--- config.mk ---
export PLATFORM = sky130hd
export DESIGN_NAME = ee_share_port
export DESIGN_NICKNAME = d
export VERILOG_FILES = /design/src/rtl/ee_share_pkg.sv /design/src/rtl/ee_share_arb.sv /design/src/rtl/ee_ready_timer.sv /design/src/rtl/ee_pin_mux.sv /design/src/rtl/ee_share_port.sv
export SDC_FILE = /design/constraint.sdc
export NUM_CORES = 1
export LEC_CHECK = 0
export ABC_AREA = 1
export BUFFER_PORTS_ARGS = -buffer_cell sky130_fd_sc_hd__buf_2
export CELL_PAD_IN_SITES_DETAIL_PLACEMENT = 0
export CELL_PAD_IN_SITES_GLOBAL_PLACEMENT = 1
export CORE_AREA = 2 2 57 59
export CTS_BUF_LIST = sky130_fd_sc_hd__clkbuf_16
export DETAILED_ROUTE_END_ITERATION = 12
export DIE_AREA = 0 0 59 61
export GPL_ROUTABILITY_DRIVEN = 1
export GPL_TIMING_DRIVEN = 0
export PLACE_DENSITY_LB_ADDON = 0.1
export SYNTH_ARGS = -nofsm -noshare
export SYNTH_HDL_FRONTEND = slang
export SYNTH_SLANG_ARGS = --single-unit
--- constraint.sdc ---
create_clock -name clk_i -period 3.05 [get_ports clk_i]
set_input_delay 0.305 -clock clk_i [delete_from_list [all_inputs] [get_ports clk_i]]
set_output_delay 0.305 -clock clk_i [all_outputs]
set_load 0.02 [all_outputs]
--- src/rtl/ee_share_pkg.sv ---
`timescale 1ns/1ps
package ee_share_pkg;
  localparam int unsigned BIT_REQ   = 5;
  localparam int unsigned BIT_READY = 4;
  localparam int unsigned BIT_CS    = 3;
  localparam int unsigned BIT_CLK   = 2;
  localparam int unsigned BIT_DOUT  = 1;
  localparam int unsigned BIT_DIN   = 0;

  typedef struct packed {
    logic cs;
    logic clk;
    logic dout;
  } ee_drive_t;
endpackage

--- src/rtl/ee_share_arb.sv ---
`timescale 1ns/1ps
module ee_share_arb (
  input  logic clk_i,
  input  logic rst_ni,
  input  logic wr_i,
  input  logic wr_req_i,
  input  logic busy_i,
  output logic req_o,
  output logic grant_o
);
  logic req_q, grant_q;

  always_ff @(posedge clk_i or negedge rst_ni) begin
    if (!rst_ni) begin
      req_q   <= 1'b0;
      grant_q <= 1'b0;
    end else begin
      if (wr_i) req_q <= wr_req_i;
      // release on the clearing write itself; acquire only when port idle
      if (wr_i && !wr_req_i)                 grant_q <= 1'b0;
      else if (!req_q)                       grant_q <= 1'b0;
      else if (!grant_q && !busy_i)          grant_q <= 1'b1;
    end
  end

  assign req_o   = req_q;
  assign grant_o = grant_q;
endmodule

--- src/rtl/ee_ready_timer.sv ---
`timescale 1ns/1ps
module ee_ready_timer #(
  parameter int unsigned DELAY_CYC = 200
) (
  input  logic clk_i,
  input  logic rst_ni,
  input  logic clear_i,
  input  logic restart_i,
  output logic idle_o
);
  localparam int unsigned CNT_W = $clog2(DELAY_CYC + 1);

  logic [CNT_W-1:0] cnt_q;

  always_ff @(posedge clk_i or negedge rst_ni) begin
    if (!rst_ni)                 cnt_q <= '0;
    else if (clear_i)            cnt_q <= '0;
    else if (restart_i)          cnt_q <= CNT_W'(DELAY_CYC);
    else if (cnt_q != '0)        cnt_q <= cnt_q - CNT_W'(1);
  end

  assign idle_o = (cnt_q == '0);
endmodule

--- src/rtl/ee_pin_mux.sv ---
`timescale 1ns/1ps
module ee_pin_mux
  import ee_share_pkg::*;
(
  input  logic      own_i,
  input  ee_drive_t sw_i,
  input  logic      mem_clk_i,
  input  logic      mem_dout_i,
  input  logic      pin_din_i,
  output logic      ee_cs_o,
  output logic      clk_o,
  output logic      dout_o,
  output logic      din_o
);
  always_comb begin
    ee_cs_o = own_i & sw_i.cs;
    clk_o   = own_i ? sw_i.clk  : mem_clk_i;
    dout_o  = own_i ? sw_i.dout : mem_dout_i;
    din_o   = own_i & pin_din_i;
  end
endmodule

--- src/rtl/ee_share_port.sv ---
`timescale 1ns/1ps
module ee_share_port
  import ee_share_pkg::*;
#(
  parameter int unsigned CLK_PERIOD_PS = 4000,
  parameter int unsigned DELAY_NS      = 800
) (
  input  logic       clk_i,
  input  logic       rst_ni,
  input  logic       reg_wr_i,
  input  logic [7:0] reg_wdata_i,
  output logic [7:0] reg_rdata_o,
  input  logic       mem_busy_i,
  input  logic       mem_clk_i,
  input  logic       mem_dout_i,
  input  logic       pin_din_i,
  output logic       owned_o,
  output logic       ee_cs_o,
  output logic       shared_clk_o,
  output logic       shared_dout_o
);
  localparam int unsigned RAW_CYC   = (DELAY_NS * 1000 + CLK_PERIOD_PS - 1) / CLK_PERIOD_PS;
  localparam int unsigned DELAY_CYC = (RAW_CYC == 0) ? 1 : RAW_CYC;

  logic      req, grant, tmr_idle, din_seen, ready;
  ee_drive_t drv_q;
  logic      unused_wbits;

  assign unused_wbits = ^{reg_wdata_i[7:6], reg_wdata_i[BIT_READY], reg_wdata_i[BIT_DIN]};

  always_ff @(posedge clk_i or negedge rst_ni) begin
    if (!rst_ni) drv_q <= '0;
    else if (reg_wr_i) begin
      drv_q.cs   <= reg_wdata_i[BIT_CS];
      drv_q.clk  <= reg_wdata_i[BIT_CLK];
      drv_q.dout <= reg_wdata_i[BIT_DOUT];
    end
  end

  ee_share_arb u_arb (
    .clk_i    (clk_i),
    .rst_ni   (rst_ni),
    .wr_i     (reg_wr_i),
    .wr_req_i (reg_wdata_i[BIT_REQ]),
    .busy_i   (mem_busy_i),
    .req_o    (req),
    .grant_o  (grant)
  );

  ee_ready_timer #(.DELAY_CYC(DELAY_CYC)) u_tmr (
    .clk_i     (clk_i),
    .rst_ni    (rst_ni),
    .clear_i   (!grant),
    .restart_i (reg_wr_i && grant && reg_wdata_i[BIT_REQ]),
    .idle_o    (tmr_idle)
  );

  ee_pin_mux u_mux (
    .own_i      (grant),
    .sw_i       (drv_q),
    .mem_clk_i  (mem_clk_i),
    .mem_dout_i (mem_dout_i),
    .pin_din_i  (pin_din_i),
    .ee_cs_o    (ee_cs_o),
    .clk_o      (shared_clk_o),
    .dout_o     (shared_dout_o),
    .din_o      (din_seen)
  );

  assign ready       = grant & tmr_idle;
  assign owned_o     = grant;
  assign reg_rdata_o = {2'b00, req, ready, drv_q.cs, drv_q.clk, drv_q.dout, din_seen};
endmodule

After elaboration in Yosys (flattened, before gate mapping)
Index checks and enable logic that the tools add are counted.
{"block": "totals", "in_bits": 15, "ram_bits": 0, "output_inout_bits": 12, "memories": 0, "romBits": 0, "elab_cells": 29, "latch_bits": 0, "register_bits": 13}
{"block": "op_classes", "n_bitwise": 3, "div": 0, "n_mux": 8, "n_mul": 0, "add_sub_neg": 1, "eq_ne": 2, "order_cmp": 0, "n_reduce_logical": 9, "shift": 0}
{"op": "$mux 8", "count": 3}
{"op": "$logic_not 8->1", "count": 1}
{"op": "$reduce_bool 8->1", "count": 1}
{"op": "$sub 8x1->8 const B", "count": 1}
{"op": "$mux 1", "count": 5}
{"op": "$logic_and 1x1->1", "count": 4}
{"op": "$and 1x1->1", "count": 3}
{"op": "$logic_not 1->1", "count": 3}
{"op": "$ne 3x1->1 const B", "count": 1}
{"op": "$ne 3x3->1 const B", "count": 1}

Longest topological paths before layout
{"block": "depth", "ltp_word": 5, "ltp_mapped": 7, "mapped_depth_nobuf": 7}

Cells and area by module
Synthesis repeated with hierarchy kept, for this count alone.
{"block": "hier_totals", "cells_unflattened": 112, "area_unflattened_um2": 849.6}
{"module": "ee_ready_timer", "area_per_inst_um2": 545.5, "n_inst": 1, "seq_area_each_um2": 200.2, "cells_per_inst": 67}
{"module": "ee_share_port", "area_per_inst_um2": 175.2, "n_inst": 1, "seq_area_each_um2": 75.1, "cells_per_inst": 24}
{"module": "ee_share_arb", "area_per_inst_um2": 87.6, "n_inst": 1, "seq_area_each_um2": 50.0, "cells_per_inst": 10}
{"module": "ee_pin_mux", "area_per_inst_um2": 41.3, "n_inst": 1, "seq_area_each_um2": 0.0, "cells_per_inst": 11}

Least setup slack after synthesis
OpenSTA, ideal clock, no wires.
{"block": "synth_path", "path_kind": "reg-to-output", "from": "reg u_arb.grant_q, in the netlist u_arb.grant_o", "to": "out shared_clk_o", "t_required_ns": 2.745, "slack_ns": 1.598, "stages_incl_launch_ff": 3, "n_path_buf": 0, "t_arrival_ns": 1.147, "path_cell_list": "dfrtp_1 -> inv_2 -> o21ai_0"}
{"block": "synth_via", "elab_chain_cells": 1}
{"element": "from (decl)", "line": "ee_share_arb.sv:11", "text": "logic req_q, grant_q;"}
{"element": "from (signal assigned)", "line": "ee_share_arb.sv:16", "text": "grant_q <= 1'b0;"}
{"element": "from (signal assigned)", "line": "ee_share_arb.sv:20", "text": "if (wr_i && !wr_req_i) grant_q <= 1'b0;"}
{"element": "from (signal assigned)", "line": "ee_share_arb.sv:21", "text": "else if (!req_q) grant_q <= 1'b0;"}
{"element": "$mux 1", "line": "ee_pin_mux.sv:17", "text": "clk_o = own_i ? sw_i.clk : mem_clk_i;"}
{"element": "to (decl)", "line": "ee_share_port.sv:19", "text": "output logic shared_clk_o,"}
No other way between the ends.

Final worst setup path
{"block": "layout_path", "from": "reg u_tmr.cnt_q[0]", "to": "out reg_rdata_o[4]"}
{"block": "layout_via", "elab_chain_cells": 2}
{"element": "from (decl)", "line": "ee_ready_timer.sv:13", "text": "logic [CNT_W-1:0] cnt_q;"}
{"element": "from (signal assigned)", "line": "ee_ready_timer.sv:18", "text": "else if (restart_i) cnt_q <= CNT_W'(DELAY_CYC);"}
{"element": "from (signal assigned)", "line": "ee_ready_timer.sv:19", "text": "else if (cnt_q != '0) cnt_q <= cnt_q - CNT_W'(1);"}
{"element": "$logic_not 8->1", "line": "ee_ready_timer.sv:22", "text": "assign idle_o = (cnt_q == '0);"}
{"element": "$and 1x1->1", "line": "ee_share_port.sv:70", "text": "assign ready = grant & tmr_idle;"}
{"element": "to (decl)", "line": "ee_share_port.sv:12", "text": "output logic [7:0] reg_rdata_o,"}
No other way between the ends.

==> metrics.md <==
| Metric | Value |
|---|---|
| Outcome | `complete, no violations` |
| Layout cells sized above 1 | `36.3%` |
| Cell leakage power | `0.576 nW` |
| Netlist area before placement | `778 um^2` |
| Post-synthesis cell type with the largest combined area | `dfrtp_1` |
| Setup slack of the worst register-to-register path | `1700 ps` |
| Path type of the worst min-delay path | `in -> reg` |
| CTS tree | `done` |
| Ant. Diodes | `0` |
| Crit. End Element | `output port` |
| Number of synthesized register bits | `13` |
| Number of buffers inserted during clock tree synthesis | `3` |
| I/O Pins | `27` |
| Max VDD drop | `0.000225 V` |
| Largest net degree at the start of global routing | `14` |
| Post-route ant nets | `0` |
| Die extent in x | `59 um` |
| Cells on Worst Hold Path | `2` |
| Arrival time of data at the critical path endpoint | `1580 ps` |
| Worst hold slack across all endpoints | `237 ps` |
| Total via count in the routed design | `670` |
| Number of buffer cells added on primary ports | `20` |
| Count of unresolved DRC violations after routing | `0` |
| Combined global-route utilization of all metal layers | `10.5%` |
| Drt initial violations | `8` |
| Routed wirelength normalized by instance count | `10.5 um` |
| Final nets | `142` |
| Via count of the first global-routing pass | `601` |
| Timing-limited maximum frequency | `531 MHz` |
| Buffers plus inverters on the worst setup path | `3` |
| End of the worst hold path | `u_arb.grant_o$_DFFE_PN0P_` |
| Critical Path Source Type | `register` |
| Worst-Skew Late Latency | `240 ps` |
| Cell area after placement | `923 um^2` |
| DIE HEIGHT | `61 um` |
| Slowest cell on crit path | `dfrtp_1` |
| Min Tclk post-route | `1880 ps` |
| Number of failing setup endpoints in the final timing report | `0` |
| Peak fanout along the critical path | `5` |
| Library cell with the highest instance count after synthesis | `nand2_1` |
| Total count of hold-check failures in the final report | `0` |
| Required @ worst endpoint | `2740 ps` |
| Share of flip-flops with an asynchronous set or reset | `100%` |
| Count of clock tree sinks | `13` |
| Number of fill cells | `322` |
| Yosys Warn Count | `0` |
| CTS H-tree lvls | `1` |
| Total Routed Length | `1660 um` |
| Number of cells on the worst reg-to-reg path | `7` |
| Period utilization | `61.7%` |
| Total die area | `3600 um^2` |
| HPWL Detailed | `1260 um` |
| Synth top cells by count | `nand2_1, dfrtp_1, inv_1, nor2_1, o21ai_0` |
| CP Class | `reg -> out` |
| Synthesized area per cell | `7.94 um^2` |
| Crit path largest cell delay | `410 ps` |
| Core Region | `2950 um^2` |
| Capturing point of the worst reg2reg path | `u_tmr.cnt_q[0]$_DFFE_PN0P_` |
| Num rows | `20` |
| Detailed Routing Iterations Pass 1 | `4` |
| Via-to-Cell Ratio | `4.27` |
| Sum Neg Setup Slack | `0 ps` |
| Share of the yosys chip area belonging to registers | `41.8%` |
| First-pass GRT wire length | `2700 um` |
| Clock transition at the registers of the reported paths | `50 ps` |
| PwrDens | `616 nW/um^2` |
| Synth area leaders | `dfrtp_1, nand2_1, inv_1` |
| Number of enable flip-flop cells after synthesis | `0` |
| Reg-to-reg startpoint | `u_tmr.cnt_q[0]$_DFFE_PN0P_` |
| Clock Path Buffers | `2` |
| Chain of cells forming the critical path | `inv_1, ha_1, nand4_1, nor2_2, buf_4, buf_2` |
| Finished layout cell area | `1010 um^2` |
| Residual overflow from global routing | `0` |
| Buffer type at the clock tree root | `clkbuf_16` |
| Count of different cell masters after synthesis | `23` |
| Count of mapped cells out of synthesis | `98` |
| Initial Util | `26.4%` |
| Final Max Slew Viols | `0` |
| Primary FF master, synth | `dfrtp_1` |
| Setup bufs post-CTS | `0` |
| Max Clock Skew | `4.53 ps` |
| Final GP Congestion | `0.674` |
| Reported max-cap violation count | `0` |
| Hold_sp | `mem_busy_i` |
| Number of antenna violations at the first check in global routing | `0` |
| Kind of cell adding the most delay to the critical path | `buffers and inverters` |
| Fraction of synthesized cell area taken by the top area cell type | `41.8%` |
| Synthesis-to-layout area growth | `30.1%` |
| Setup repair after global routing missed its margin | `false` |
==> final cells by class <==
| class | instances | area [um^2] | area share [%] |
|---|---|---|---|
| Clock buffer | 3 | 75.1 | 7.42 |
| Buffer | 5 | 37.5 | 3.71 |
| Multi-Input combinational cell | 66 | 363 | 35.8 |
| Clock inverter | 1 | 3.75 | 0.371 |
| Inverter | 15 | 56.3 | 5.56 |
| Sequential cell | 13 | 325 | 32.1 |
| Tap cell | 33 | 41.3 | 4.08 |
| Timing Repair Buffer | 21 | 110 | 10.9 |
==> worst max-delay path by stage <==
stage / start / end / depth (start not counted)
detailed placement: u_tmr.cnt_q[0]$_DFFE_PN0P_ / reg_rdata_o[4] / 6
floorplan: u_arb.grant_o$_DFFE_PN0P_ / shared_clk_o / 2
CTS: u_tmr.cnt_q[0]$_DFFE_PN0P_ / reg_rdata_o[4] / 6
finish: u_tmr.cnt_q[0]$_DFFE_PN0P_ / reg_rdata_o[4] / 6
global route: u_tmr.cnt_q[0]$_DFFE_PN0P_ / reg_rdata_o[4] / 6
global placement: u_tmr.cnt_q[0]$_DFFE_PN0P_ / reg_rdata_o[4] / 6
==> metal layers <==
metal	track usage [%]	routed length [um]	share of wire, %
met3	2.77	87	5.3
met4	6.82	14	0.85
met2	16.7	788	48
met1	12.7	764	46
met5	0	0	0
==> registers in the layout, summed over array words and instances (netlist names) <==
register,cells
u_arb.grant_o,1
u_tmr.cnt_q,8
reg_rdata_o,3
u_arb.req_o,1
==> kinds of logic (layout without fill, tap and decap cells) <==
family,Yosys count,after routing,share of synthesized area (%)
AND/OR/NAND/NOR,47,47,29.6
buffers and inverters,20,45,12.1
adder cells (fa/ha/maj),2,2,3.21
XOR/XNOR,2,2,2.25
AO/OA/AOI/OAI,13,13,10.6
flip-flops,13,13,41.8
other,1,2,0.482
==> what timing repair did <==
item	in CTS	in global routing
resized for setup	0	0
hold endpoints to repair	13	0
hold buffers	1	0
==> worst reg2reg max path: stages (launching register included) <==
cell and delay [ps]:
dfrtp_1 410, inv_1 160, ha_1 230, nand2_2 80, nor2_4 130, nand2_2 70, nand2_4 100, o21ai_2 60
==> cell usage in the layout (no fill, tap or decap) <==
cell / count
a211oi_1: 1
nand3_1: 5
nor2_1: 12
dfrtp_1: 13
o21ai_2: 2
dlygate4sd3_1: 1
o21ai_1: 1
a21oi_2: 1
o21ai_0: 6
a31o_2: 1
clkbuf_16: 3
xor2_1: 1
conb_1: 2
inv_2: 2
a21oi_1: 1
inv_1: 14
nand2_1: 17
buf_4: 5
xnor2_1: 1
nor2_2: 5
ha_1: 2
nand4_1: 2
nand2_4: 2
nor2_4: 1
buf_2: 20
nand2_2: 3
==> metrics by stage <==
step / setup slack, ps / util [%] / instances / power [mW]
finish: 1170 / 34.3 / 157 / 0.623
global route: 1060 / 34.3 / 157 / 0.665
CTS: 1160 / 34.3 / 157 / 0.635
detailed placement: 1440 / 31.3 / 152 / 0.380
global placement: 1440 / 31.3 / 152 / 0.381
floorplan: 1600 / - / 99 / 0.336
==> where the power goes <==
part / internal [mW] / switching, mW
Combinational: 0.0681 / 0.102
Clock: 0.173 / 0.0734
Sequential: 0.189 / 0.0173
No activity file was read; power rests on OpenSTA's default activity.
